File: src/rtl/dtg_pkg.sv
package dtg_pkg;

   typedef enum logic {
      DRV_BRIDGE = 1'b0,
      DRV_RECT   = 1'b1
   } drv_mode_e;

   localparam int unsigned DTG_MIN_W = 2;
   localparam int unsigned DTG_MAX_W = 16;

endpackage

File: src/rtl/dtg_cfg.sv
module dtg_cfg #(
   parameter int unsigned CNT_W    = 8,
   parameter int unsigned RST_DEAD = 4
) (
   input  logic             clk,
   input  logic             rst_n,
   input  logic             we,
   input  logic [CNT_W-1:0] din,
   output logic [CNT_W-1:0] dead
);
   localparam logic [CNT_W-1:0] ONE     = CNT_W'(1);
   localparam logic [CNT_W-1:0] RST_VAL = CNT_W'(RST_DEAD);

   logic [CNT_W-1:0] dead_q;
   logic [CNT_W-1:0] din_fix;

   assign din_fix = (din == '0) ? ONE : din;

   always_ff @(posedge clk) begin
      if (!rst_n) begin
         dead_q <= RST_VAL;
      end else if (we) begin
         dead_q <= din_fix;
      end
   end

   assign dead = dead_q;

   always_comb begin
      if (rst_n) begin
         p_dead_nonzero_r4: assert (dead_q != '0);
      end
   end

   p_hold_r5: assert property (@(posedge clk) disable iff (!rst_n)
      !we |=> $stable(dead_q));

endmodule

File: src/rtl/dtg_edge_blank.sv
module dtg_edge_blank #(
   parameter int unsigned CNT_W       = 8,
   parameter int unsigned SYNC_STAGES = 1
) (
   input  logic             clk,
   input  logic             rst_n,
   input  logic             src,
   input  logic [CNT_W-1:0] dead,
   output logic             lvl,
   output logic             blank
);
   logic [SYNC_STAGES-1:0] samp_q;
   logic                   settled_q;
   logic [CNT_W-1:0]       run_q;
   logic [CNT_W:0]         run_nx;
   logic                   run_done;

   generate
      if (SYNC_STAGES == 1) begin : g_one_stage
         always_ff @(posedge clk) begin
            if (!rst_n) samp_q <= '0;
            else        samp_q <= src;
         end
      end else begin : g_chain
         always_ff @(posedge clk) begin
            if (!rst_n) samp_q <= '0;
            else        samp_q <= {samp_q[SYNC_STAGES-2:0], src};
         end
      end
   endgenerate

   assign lvl      = samp_q[SYNC_STAGES-1];
   assign blank    = lvl ^ settled_q;
   assign run_nx   = {1'b0, run_q} + 1'b1;
   assign run_done = (run_nx >= {1'b0, dead});

   always_ff @(posedge clk) begin
      if (!rst_n) begin
         settled_q <= 1'b0;
         run_q     <= '0;
      end else if (!blank) begin
         run_q     <= '0;
      end else if (run_done) begin
         settled_q <= lvl;
         run_q     <= '0;
      end else begin
         run_q     <= run_nx[CNT_W-1:0];
      end
   end

   p_blank_open_r3: assert property (@(posedge clk) disable iff (!rst_n)
      (!$past(blank) && (lvl != $past(lvl))) |-> blank);

   p_blank_close_r4: assert property (@(posedge clk) disable iff (!rst_n)
      ($past(blank) && $past(run_done) && (lvl == $past(lvl))) |-> !blank);

endmodule

File: src/rtl/dtg_drive.sv
module dtg_drive
   import dtg_pkg::*;
(
   input  logic      clk,
   input  logic      rst_n,
   input  logic      lvl,
   input  logic      blank,
   input  drv_mode_e mode,
   output logic      hi,
   output logic      lo
);
   logic phase_hi;
   logic hi_q;
   logic lo_q;

   assign phase_hi = lvl ^ (mode == DRV_RECT);

   always_ff @(posedge clk) begin
      if (!rst_n) begin
         hi_q <= 1'b0;
         lo_q <= 1'b0;
      end else begin
         hi_q <= !blank && phase_hi;
         lo_q <= !blank && !phase_hi;
      end
   end

   assign hi = hi_q;
   assign lo = lo_q;

   p_no_overlap_r2: assert property (@(posedge clk) disable iff (!rst_n)
      !(hi_q && lo_q));

   p_blank_gates_r3: assert property (@(posedge clk) disable iff (!rst_n)
      $past(blank) |-> (!hi_q && !lo_q));

endmodule

File: src/rtl/deadtime_gen.sv
module deadtime_gen
   import dtg_pkg::*;
#(
   parameter int unsigned CNT_W       = 8,
   parameter int unsigned RST_DEAD    = 4,
   parameter int unsigned SYNC_STAGES = 1
) (
   input  logic             clk,
   input  logic             rst_n,
   input  logic             pwm_in,
   input  logic             dt_we,
   input  logic [CNT_W-1:0] dt_val,
   input  logic             rect_mode,
   output logic             drv_hi,
   output logic             drv_lo
);
   localparam int unsigned DEAD_MAX = (1 << CNT_W) - 1;

   generate
      if (CNT_W < DTG_MIN_W || CNT_W > DTG_MAX_W) begin : g_bad_width
         $error("deadtime_gen: CNT_W out of range");
      end
      if (RST_DEAD < 1 || RST_DEAD > DEAD_MAX) begin : g_bad_reset
         $error("deadtime_gen: RST_DEAD out of range");
      end
      if (SYNC_STAGES < 1) begin : g_bad_sync
         $error("deadtime_gen: SYNC_STAGES must be at least 1");
      end
   endgenerate

   logic [CNT_W-1:0] dead;
   logic             lvl;
   logic             blank;
   drv_mode_e        mode;

   assign mode = rect_mode ? DRV_RECT : DRV_BRIDGE;

   dtg_cfg #(
      .CNT_W    (CNT_W),
      .RST_DEAD (RST_DEAD)
   ) u_cfg (
      .clk   (clk),
      .rst_n (rst_n),
      .we    (dt_we),
      .din   (dt_val),
      .dead  (dead)
   );

   dtg_edge_blank #(
      .CNT_W       (CNT_W),
      .SYNC_STAGES (SYNC_STAGES)
   ) u_blank (
      .clk   (clk),
      .rst_n (rst_n),
      .src   (pwm_in),
      .dead  (dead),
      .lvl   (lvl),
      .blank (blank)
   );

   dtg_drive u_drive (
      .clk   (clk),
      .rst_n (rst_n),
      .lvl   (lvl),
      .blank (blank),
      .mode  (mode),
      .hi    (drv_hi),
      .lo    (drv_lo)
   );

   p_hi_phase_r7: assert property (@(posedge clk) disable iff (!rst_n)
      drv_hi |-> ($past(lvl) != $past(rect_mode)));

   p_lo_phase_r6: assert property (@(posedge clk) disable iff (!rst_n)
      drv_lo |-> ($past(lvl) == $past(rect_mode)));

endmodule

File: config.mk
export PLATFORM = sky130hd
export DESIGN_NAME = deadtime_gen
export DESIGN_NICKNAME = d
export VERILOG_FILES = /design/src/rtl/dtg_pkg.sv /design/src/rtl/dtg_cfg.sv /design/src/rtl/dtg_edge_blank.sv /design/src/rtl/dtg_drive.sv /design/src/rtl/deadtime_gen.sv
export SDC_FILE = /design/constraint.sdc
export NUM_CORES = 1
export LEC_CHECK = 0
export BUFFER_PORTS_ARGS = -buffer_cell sky130_fd_sc_hd__buf_2
export CORE_MARGIN = 4
export CORE_UTILIZATION = 54
export CTS_CLUSTER_SIZE = 20
export DETAILED_ROUTE_END_ITERATION = 10
export HOLD_SLACK_MARGIN = 0.08
export PLACE_DENSITY = 0.76
export SETUP_SLACK_MARGIN = 0.3
export SKIP_LAST_GASP = 1
export SYNTH_ARGS = -nofsm -noshare
export SYNTH_HDL_FRONTEND = slang
export SYNTH_SLANG_ARGS = --single-unit
File: constraint.sdc
create_clock -name clk -period 2.7 [get_ports clk]
set_input_delay 0.405 -clock clk [delete_from_list [all_inputs] [get_ports clk]]
set_output_delay 0.405 -clock clk [all_outputs]
set_load 0.01 [all_outputs]
### Word level (Yosys, flattened, before mapping)

Cells that the tools add are included.

* $add $sub $neg: 1
* order comparisons: 1
* muxes and demuxes: 2
* bitwise gates (word level): 4
* reduce and logical (&&, ||, !) cells: 7

Operators with widths (number)
* 8-bit by 1-bit adder with 9-bit output (second input constant): 1
* 9-bit by 8-bit greater-or-equal comparator with 1-bit output: 1
* 8-bit logical NOT: 1
* 8-bit 2-to-1 mux: 1
* 3-bit OR reduction: 1
* 1-bit logical AND: 2
* 1-bit logical NOT: 2
* 1-bit inverter: 2
* 2-bit AND reduction: 1
* 1-bit bitwise XOR: 2
* 1-bit 2-to-1 mux: 1

* flip-flop bits (word level): 20
* output and inout bits: 2
* word-level logic and storage cells: 21

### Logic depth before layout (Yosys ltp)

Gate-level depths: netlist of the first run.

* depth in word-level cells: 4
* mapped depth: 9
* depth with buffers taken out: 9

### Cells and area by module

A second synthesis of the first run with hierarchy kept.

* cells, all modules: 101
* area total of the unflattened synthesis: 1012.2 µm²

Modules (own cells, without submodules)
* dtg_edge_blank: instances 1, cells an instance 67, area an instance 634.4 µm²
* dtg_cfg: instances 1, cells an instance 28, area an instance 311.5 µm²
* dtg_drive: instances 1, cells an instance 6, area an instance 66.3 µm²

### Worst setup path after synthesis of the first run

Ideal clock, no wire load.

* path kind: flip-flop to flip-flop
* start point: register u_blank.run_q[0]
* end point: register u_blank.run_q[2]
* data arrival time: 2.041 ns
* required time: 2.620 ns
* slack: 0.579 ns
* cell stages (with the launch flop): 10
* buffers on the path: 0
* clock period less this slack: 2.121 ns
* path through: dfxtp_1 -> ha_1 -> nand3_2 -> nor2_1 -> xor2_1 -> ha_1 -> a21o_1 -> a221oi_2 -> o211ai_4 -> nor3b_1

* longest elaborated chain between the ends: 3

RTL lines
* start: declaration: RTL line dtg_edge_blank.sv:14 `logic [CNT_W-1:0] run_q;`
* start signal: assignment: RTL line dtg_edge_blank.sv:47 `run_q <= run_nx[CNT_W-1:0];`
* 8-bit by 1-bit adder with 9-bit output: RTL line dtg_edge_blank.sv:34 `assign run_nx = {1'b0, run_q} + 1'b1;`
* named net u_blank.run_nx[6]: RTL line dtg_edge_blank.sv:15 `logic [CNT_W:0] run_nx;`
* 9-bit by 8-bit greater-or-equal comparator with 1-bit output: RTL line dtg_edge_blank.sv:35 `assign run_done = (run_nx >= {1'b0, dead});`
* 3-bit OR reduction (no line)

The timed path passes the listed nets, and every way through them passes these cells.
A chain may end at the register's enable or synchronous reset.

### Worst setup path in the final report of the first run

* start point: register u_blank.run_q[0]
* end point: register u_blank.run_q[0]

Same word-level chain as after synthesis.

==> results.sh, run 1 <==
export IMPL_run_status="complete, no violations"
export IMPL_routed_wirelength_um=2013
export IMPL_final_period_minus_worst_setup_slack_ns=2.314
export IMPL_clk_transition_reported_paths_ns=0.11
export IMPL_final_net_count=145
export IMPL_power_leakage_nw=0.5364
export IMPL_average_wire_length_per_cell_after_detail_routing_um=13.79
export IMPL_portion_of_the_post_synthesis_area_used_by_sequential_elements_pct=39.17
export IMPL_critPathKind="register to register"
export IMPL_top_layer_reached_by_signal_wires="met4"
export IMPL_fp_dieArea_um2=2653
export IMPL_count_of_buffers_from_port_buffering=14
export IMPL_cts_setup_buffers=0
export IMPL_grt_use_total_pct=16.60
export IMPL_cts_htree_levels=1
export IMPL_synth_cell_types=31
export IMPL_synth_top_flop_cell="dfxtp_1"
export IMPL_finalHoldViolations=0
export IMPL_setup_tns_final_ns=0
export IMPL_multiInputGateArea_um2=641.9
export IMPL_post_cts_hold_buffer_count=0
export IMPL_total_number_of_vias=778
export IMPL_total_length_of_routed_met2_wires_um=1063
export IMPL_fraction_of_layout_instances_using_a_drive_strength_above_1_pct=27.27
export IMPL_floorplan_die_width_um=51.51
export IMPL_cellPowerDensity_nw_per_um2=433.0
export IMPL_irDropWorstVdd_mv=0.3805
export IMPL_timing_critical_path_to_type="register"
export IMPL_drc=0
export IMPL_final_period_utilization_pct=85.70
export IMPL_netlist_area_um2=1022
export IMPL_area_sequential_um2=407.9
export IMPL_floorplan_rows=15
export IMPL_m1WireLength_um=871
export IMPL_cts_sinks=20
export IMPL_pre_cts_ws_ns=0.3708
export IMPL_syn_num_nets=127
export IMPL_synthToLayoutAreaGrowth_pct=17.75
export IMPL_drt_pass1_iter_count=3
export IMPL_relSlewSlack_pct=72.92
export IMPL_postSynth_asyncResetShare_pct=0
export IMPL_worstHoldPathType="input port to register"
export IMPL_post_synth_main_area_contributors="dfxtp_1 (39%), ha_1 (11%), mux2i_1 (6.9%)"
export IMPL_post_synth_top_area_fraction_pct=39.17
export IMPL_cp_arrival_ns=2.53
export IMPL_grt_overflow_total=0
export IMPL_clock_fmax_mhz=432.2
export IMPL_vias_per_cell=5.329
export IMPL_grt_start_max_net_pins=15
export IMPL_worst_slack_ns=0.3860
export IMPL_start_util_pct=57.94
export IMPL_finalMaxSlewViolations=0
export IMPL_final_antenna_net_count=0
export IMPL_critical_path_peak_fanout=5
export IMPL_routability_congestion_estimate_from_global_placement=0.8110
export IMPL_critical_path_required_ns=2.91
export IMPL_insertion_delay_ns=0.30
export IMPL_worstMarginPinSlew_ns=0.4043
export IMPL_post_dp_hpwl_um=1498
export IMPL_library_cell_used_as_clock_root_buffer="clkbuf_4"
export IMPL_die_height_um=51.51
export IMPL_yosys_top_cell_by_area="dfxtp_1"
export IMPL_synth_avg_cell_area_um2=9.736
export IMPL_synth_edff_count=0
export IMPL_grt_first_pass_wirelength_um=3312
export IMPL_cts_made_buffers=3
export IMPL_post_synthesis_instance_total=105
export IMPL_rsz0062_at_grt="yes"
export IMPL_cap_viol_max_count=0
export IMPL_timing_critical_path_from_type="register"
export IMPL_fillers=165
export IMPL_count_of_yosys_warnings_during_synthesis=0
export IMPL_design_core_area_um2=1764
export IMPL_detailed_route_wirelength_on_metal3_um=48
export IMPL_num_antenna_cells=0
export IMPL_grt_antenna_before_repair=0
export IMPL_report_final_setup_viol=0
export IMPL_detail_route_iter0_violations=5
export IMPL_tritoncts_clock_tree="done"
export IMPL_top_level_ports=15
export IMPL_timing_clock_skew_ns=0.005857
export IMPL_grt_pass1_vias=819
export IMPL_number_of_synthesized_register_bits=20
export IMPL_cts_max_path_buffers=2
stage by stage:
step	total power [mW]	cell area [µm²]	util, %	cells	hold slack, ns
3_5_place_dp	0.3832	1115	63.19	142	0.5065
3_3_place_gp	0.3797	1115	63.19	142	0.4828
6_report	0.5212	1204	68.23	146	0.3121
4_1_cts	0.5215	1137	64.47	145	0.3041
2_1_floorplan	0.3614	1022	-	105	0.4614
5_1_grt	0.5505	1204	68.23	146	0.2976
cells by family (layout without fill, tap and decap cells):
family / after synthesis / after routing / share of synthesized area, %
XOR/XNOR: 7 / 7 / 5.998
AO/OA/AOI/OAI: 12 / 13 / 9.792
adder cells (fa/ha/maj): 9 / 9 / 11.02
multiplexers: 7 / 7 / 6.855
buffers and inverters: 10 / 25 / 3.794
flip-flops: 20 / 20 / 39.17
AND/OR/NAND/NOR: 40 / 40 / 23.38
critical path, stage by stage (launching register included):
cell and delay [ns]:
dfxtp_4 0.39, and3_1 0.18, and4_4 0.24, xor2_2 0.15, ha_1 0.29, and3_4 0.22, a221oi_4 0.32, o211ai_2 0.21
nor3_1 0.22
registers in the layout (all words and copies together) (netlist names):
name and flops:
u_cfg.dead 8, u_blank.lvl 1, u_blank.settled_q 1, u_drive.lo 1, u_drive.hi 1, u_blank.run_q 8
area by class of cell:
type                            instances  share of cell area [%]
Timing Repair Buffer                   14                   5.821
Inverter                                8                   2.495
Multi-Input combinational cell         76                   53.33
Tap cell                               25                   2.599
Sequential cell                        20                   33.89
Clock buffer                            3                   1.871
Yosys cell counts, drive strengths merged, types with 3 or more instances:
cell type,number
dfxtp,20
ha,9
nand2,9
inv,8
mux2i,7
nor2b,6
nor3b,6
nand3,4
xor2,4
a21o,3
and2,3
nor3,3
xnor2,3
what timing repair did:
item / in CTS / in global routing
gates resized for setup: 0 / 13
setup endpoints to repair: 0 / 9
endpoints found under the hold margin: 0 / 0
per-layer routing:
| metal | track usage [%] | vias to the layer above |
|---|---|---|
| li1 | - | 403 |
| met1 | 18.43 | 363 |
| met2 | 30.51 | 8 |
| met3 | 2.579 | 4 |
| met4 | 7.860 | 0 |
| met5 | 0 | - |
worst paths after layout:
path,startpoint,endpoint,slack [ns],depth (start not counted)
worst max register to register,u_blank.run_q[0],u_blank.run_q[0],0.39,8
worst min register to register,u_blank.run_q[0],u_blank.run_q[0],0.49,1
worst min-delay path,pwm_in,u_blank.lvl,0.31,2
worst max-delay path,u_blank.run_q[0],u_blank.run_q[0],0.39,8
cell usage in the layout (no fill, tap or decap), drive strengths merged, types with 2 or more instances in the layout:
cell	count
or3	2
buf	14
nor3	3
a21o	3
mux2i	7
ha	9
nor3b	6
inv	8
a21oi	2
nand3	4
xnor2	3
o211ai	3
dfxtp	20
nor2b	6
nand2	9
xor2	4
and3	2
clkbuf	3
o21ai	2
and2	3
nor2	2
report_power, final:
| part | leakage, nW | internal [mW] | switching [mW] | total (mW) |
|---|---|---|---|---|
| registers | 0.166 | 0.306 | 0.00745 | 0.313 |
| clock network | 0.0138 | 0.0520 | 0.0875 | 0.139 |
| logic | 0.357 | 0.0316 | 0.0368 | 0.0684 |
| total | 0.536 | 0.389 | 0.132 | 0.521 |
Note: power is estimated with default switching activity, not from simulation.
==> inputs of run 2 (changes only) <==
Settings changed: CELL_PAD_IN_SITES_DETAIL_PLACEMENT from default to 1, CELL_PAD_IN_SITES_GLOBAL_PLACEMENT from default to 1, CORE_UTILIZATION 54 to 42, PLACE_DENSITY 0.76 to default, PLACE_DENSITY_LB_ADDON from default to 0.1, TNS_END_PERCENT from default to 1.
==> run 2 against run 1 <==
Effect of this change:
- highest routed layer unchanged
- final cell count grew 3.4%
- final area grew 2.6%
- global-route usage shrank 1.8 points
- first-iteration DRC count grew 60%
- sequential cell count is the same
- worst hold slack lost 0.0024 ns
- die area grew 24%
- critical path depth is the same
- critical path type unchanged
- utilization shrank 13 points
- sequential share of layout area shrank 0.76 points
==> results.sh, run 2 (same netlist as run 1, synthesis figures left out) <==
export IMPL_floorplan_rows=17
export IMPL_post_dp_hpwl_um=1699
export IMPL_cts_made_buffers=3
export IMPL_report_final_setup_viol=0
export IMPL_finalHoldViolations=0
export IMPL_final_net_count=146
export IMPL_floorplan_die_width_um=57.34
export IMPL_cts_htree_levels=1
export IMPL_tritoncts_clock_tree="done"
export IMPL_vias_per_cell=5.252
export IMPL_cap_viol_max_count=0
export IMPL_area_sequential_um2=409.1
export IMPL_power_leakage_nw=0.5478
export IMPL_grt_start_max_net_pins=15
export IMPL_average_wire_length_per_cell_after_detail_routing_um=15.00
export IMPL_setup_tns_final_ns=0
export IMPL_insertion_delay_ns=0.30
export IMPL_cts_max_path_buffers=2
export IMPL_grt_first_pass_wirelength_um=3705
export IMPL_count_of_placed_standard_cells_in_the_final_layout_fillers_left_out=151
export IMPL_critPathMaxStageDelay_ns=0.40
export IMPL_relSlewSlack_pct=68.60
export IMPL_design_core_area_um2=2255
export IMPL_top_level_ports=15
export IMPL_clock_fmax_mhz=433.4
export IMPL_total_number_of_vias=793
export IMPL_count_of_buffers_from_port_buffering=14
export IMPL_grt_overflow_total=0
export IMPL_die_height_um=57.34
export IMPL_placedCellCount=145
export IMPL_grt_use_total_pct=14.78
export IMPL_rsz0062_at_grt="no"
export IMPL_worstMarginPinSlew_ns=0.4688
export IMPL_timing_critical_path_from_type="register"
export IMPL_cts_sinks=20
export IMPL_cp_arrival_ns=2.53
export IMPL_critical_path_peak_fanout=5
export IMPL_finalMaxSlewViolations=0
export IMPL_timing_critical_path_to_type="register"
export IMPL_drc=0
export IMPL_fin_hold_ws_ns=0.3096
export IMPL_worstHoldPathType="input port to register"
export IMPL_clk_transition_reported_paths_ns=0.11
export IMPL_final_antenna_net_count=0
export IMPL_library_cell_used_as_clock_root_buffer="clkbuf_4"
export IMPL_critPathKind="register to register"
export IMPL_multiInputGateArea_um2=646.9
export IMPL_worst_reg_to_reg_setup_slack_ns=0.39
export IMPL_irDropWorstVdd_mv=0.2804
export IMPL_cellPowerDensity_nw_per_um2=448.8
export IMPL_cp_slowest_cell="dfxtp_4"
export IMPL_detail_route_iter0_violations=8
export IMPL_fraction_of_layout_instances_using_a_drive_strength_above_1_pct=27.64
export IMPL_power_uw=554.3
export IMPL_timing_clock_skew_ns=0.001209
export IMPL_grt_pass1_vias=838
export IMPL_critical_path_required_ns=2.92
export IMPL_num_antenna_cells=0
export IMPL_drt_pass1_iter_count=3
export IMPL_final_period_minus_worst_setup_slack_ns=2.307
export IMPL_final_period_utilization_pct=85.46
export IMPL_run_status="complete, no violations"
export IMPL_routed_wirelength_um=2265
export IMPL_final_common_cell="dfxtp_1"
export IMPL_fp_dieArea_um2=3287
export IMPL_layout_cells_most_common_list="dfxtp_1 (15), buf_2 (14), nand2_1 (9)"
export IMPL_synthToLayoutAreaGrowth_pct=20.81
export IMPL_timing_critical_path_cells="and3_1, and4_1, xor2_1, ha_1, and3_4, a221oi_4, o211ai_2, nor3b_1"
export IMPL_routability_congestion_estimate_from_global_placement=0.6879
export IMPL_grt_antenna_before_repair=0
export IMPL_fillers=268
export IMPL_start_util_pct=45.34
-- run 2: critical path: cells and delay by family (launching register included) --
kind / cells / cell delay, ns
adders and majority gates: 1 / 0.30
DFF: 1 / 0.40
and+or+nand+nor: 4 / 0.81
xor gates and xnor gates: 1 / 0.19
AOI/OAI and AO/OA: 2 / 0.53
-- run 2: final timing paths --
check                           to  cells past startpoint              from
setup / recovery  u_blank.run_q[2]                      8  u_blank.run_q[0]
hold / removal         u_blank.lvl                      2            pwm_in
setup reg to reg  u_blank.run_q[2]                      8  u_blank.run_q[0]
hold reg to reg   u_blank.run_q[0]                      1  u_blank.run_q[0]
-- run 2: cell type report --
cell class,instances,area share [%]
Sequential cell,20,33.13
Tap cell,28,2.837
Multi-Input combinational cell,76,52.38
Clock buffer,4,2.938
Timing Repair Buffer,15,6.282
Inverter,8,2.432
-- run 2: power by group --
| group | leakage, nW | internal [mW] | total, mW | switching [mW] |
|---|---|---|---|---|
| Clock | 0.0210 | 0.0822 | 0.172 | 0.0895 |
| Sequential | 0.167 | 0.306 | 0.314 | 0.00763 |
| Combinational | 0.360 | 0.0316 | 0.0690 | 0.0374 |
| Total | 0.548 | 0.420 | 0.554 | 0.135 |
-- run 2: per-layer routing --
metal | vias up | wire length (µm) | track usage (%)
met5 | - | 0 | 0
met4 | 0 | 31 | 8.609
met3 | 2 | 49 | 2.489
met2 | 8 | 1178 | 25.29
met1 | 383 | 1007 | 17.21
li1 | 400 | - | -
-- run 2: repair_timing --
action | CTS | global route
setup buffers | 1 | 0
gates resized for setup | 2 | 12
hold buffers | 0 | 0
gates cloned | 0 | 1
endpoints found under the setup margin | 9 | 9
pin swaps | 1 | 5
-- run 2: stage by stage --
step           setup WS, ns  utilization [%]  instance area [µm²]
2_1_floorplan        0.5794                -                 1022
3_3_place_gp         0.3377            49.61                 1119
3_5_place_dp         0.2295            49.61                 1119
4_1_cts              0.3095            52.11                 1175
5_1_grt              0.2740            54.77                 1235
6_report             0.3926            54.77                 1235
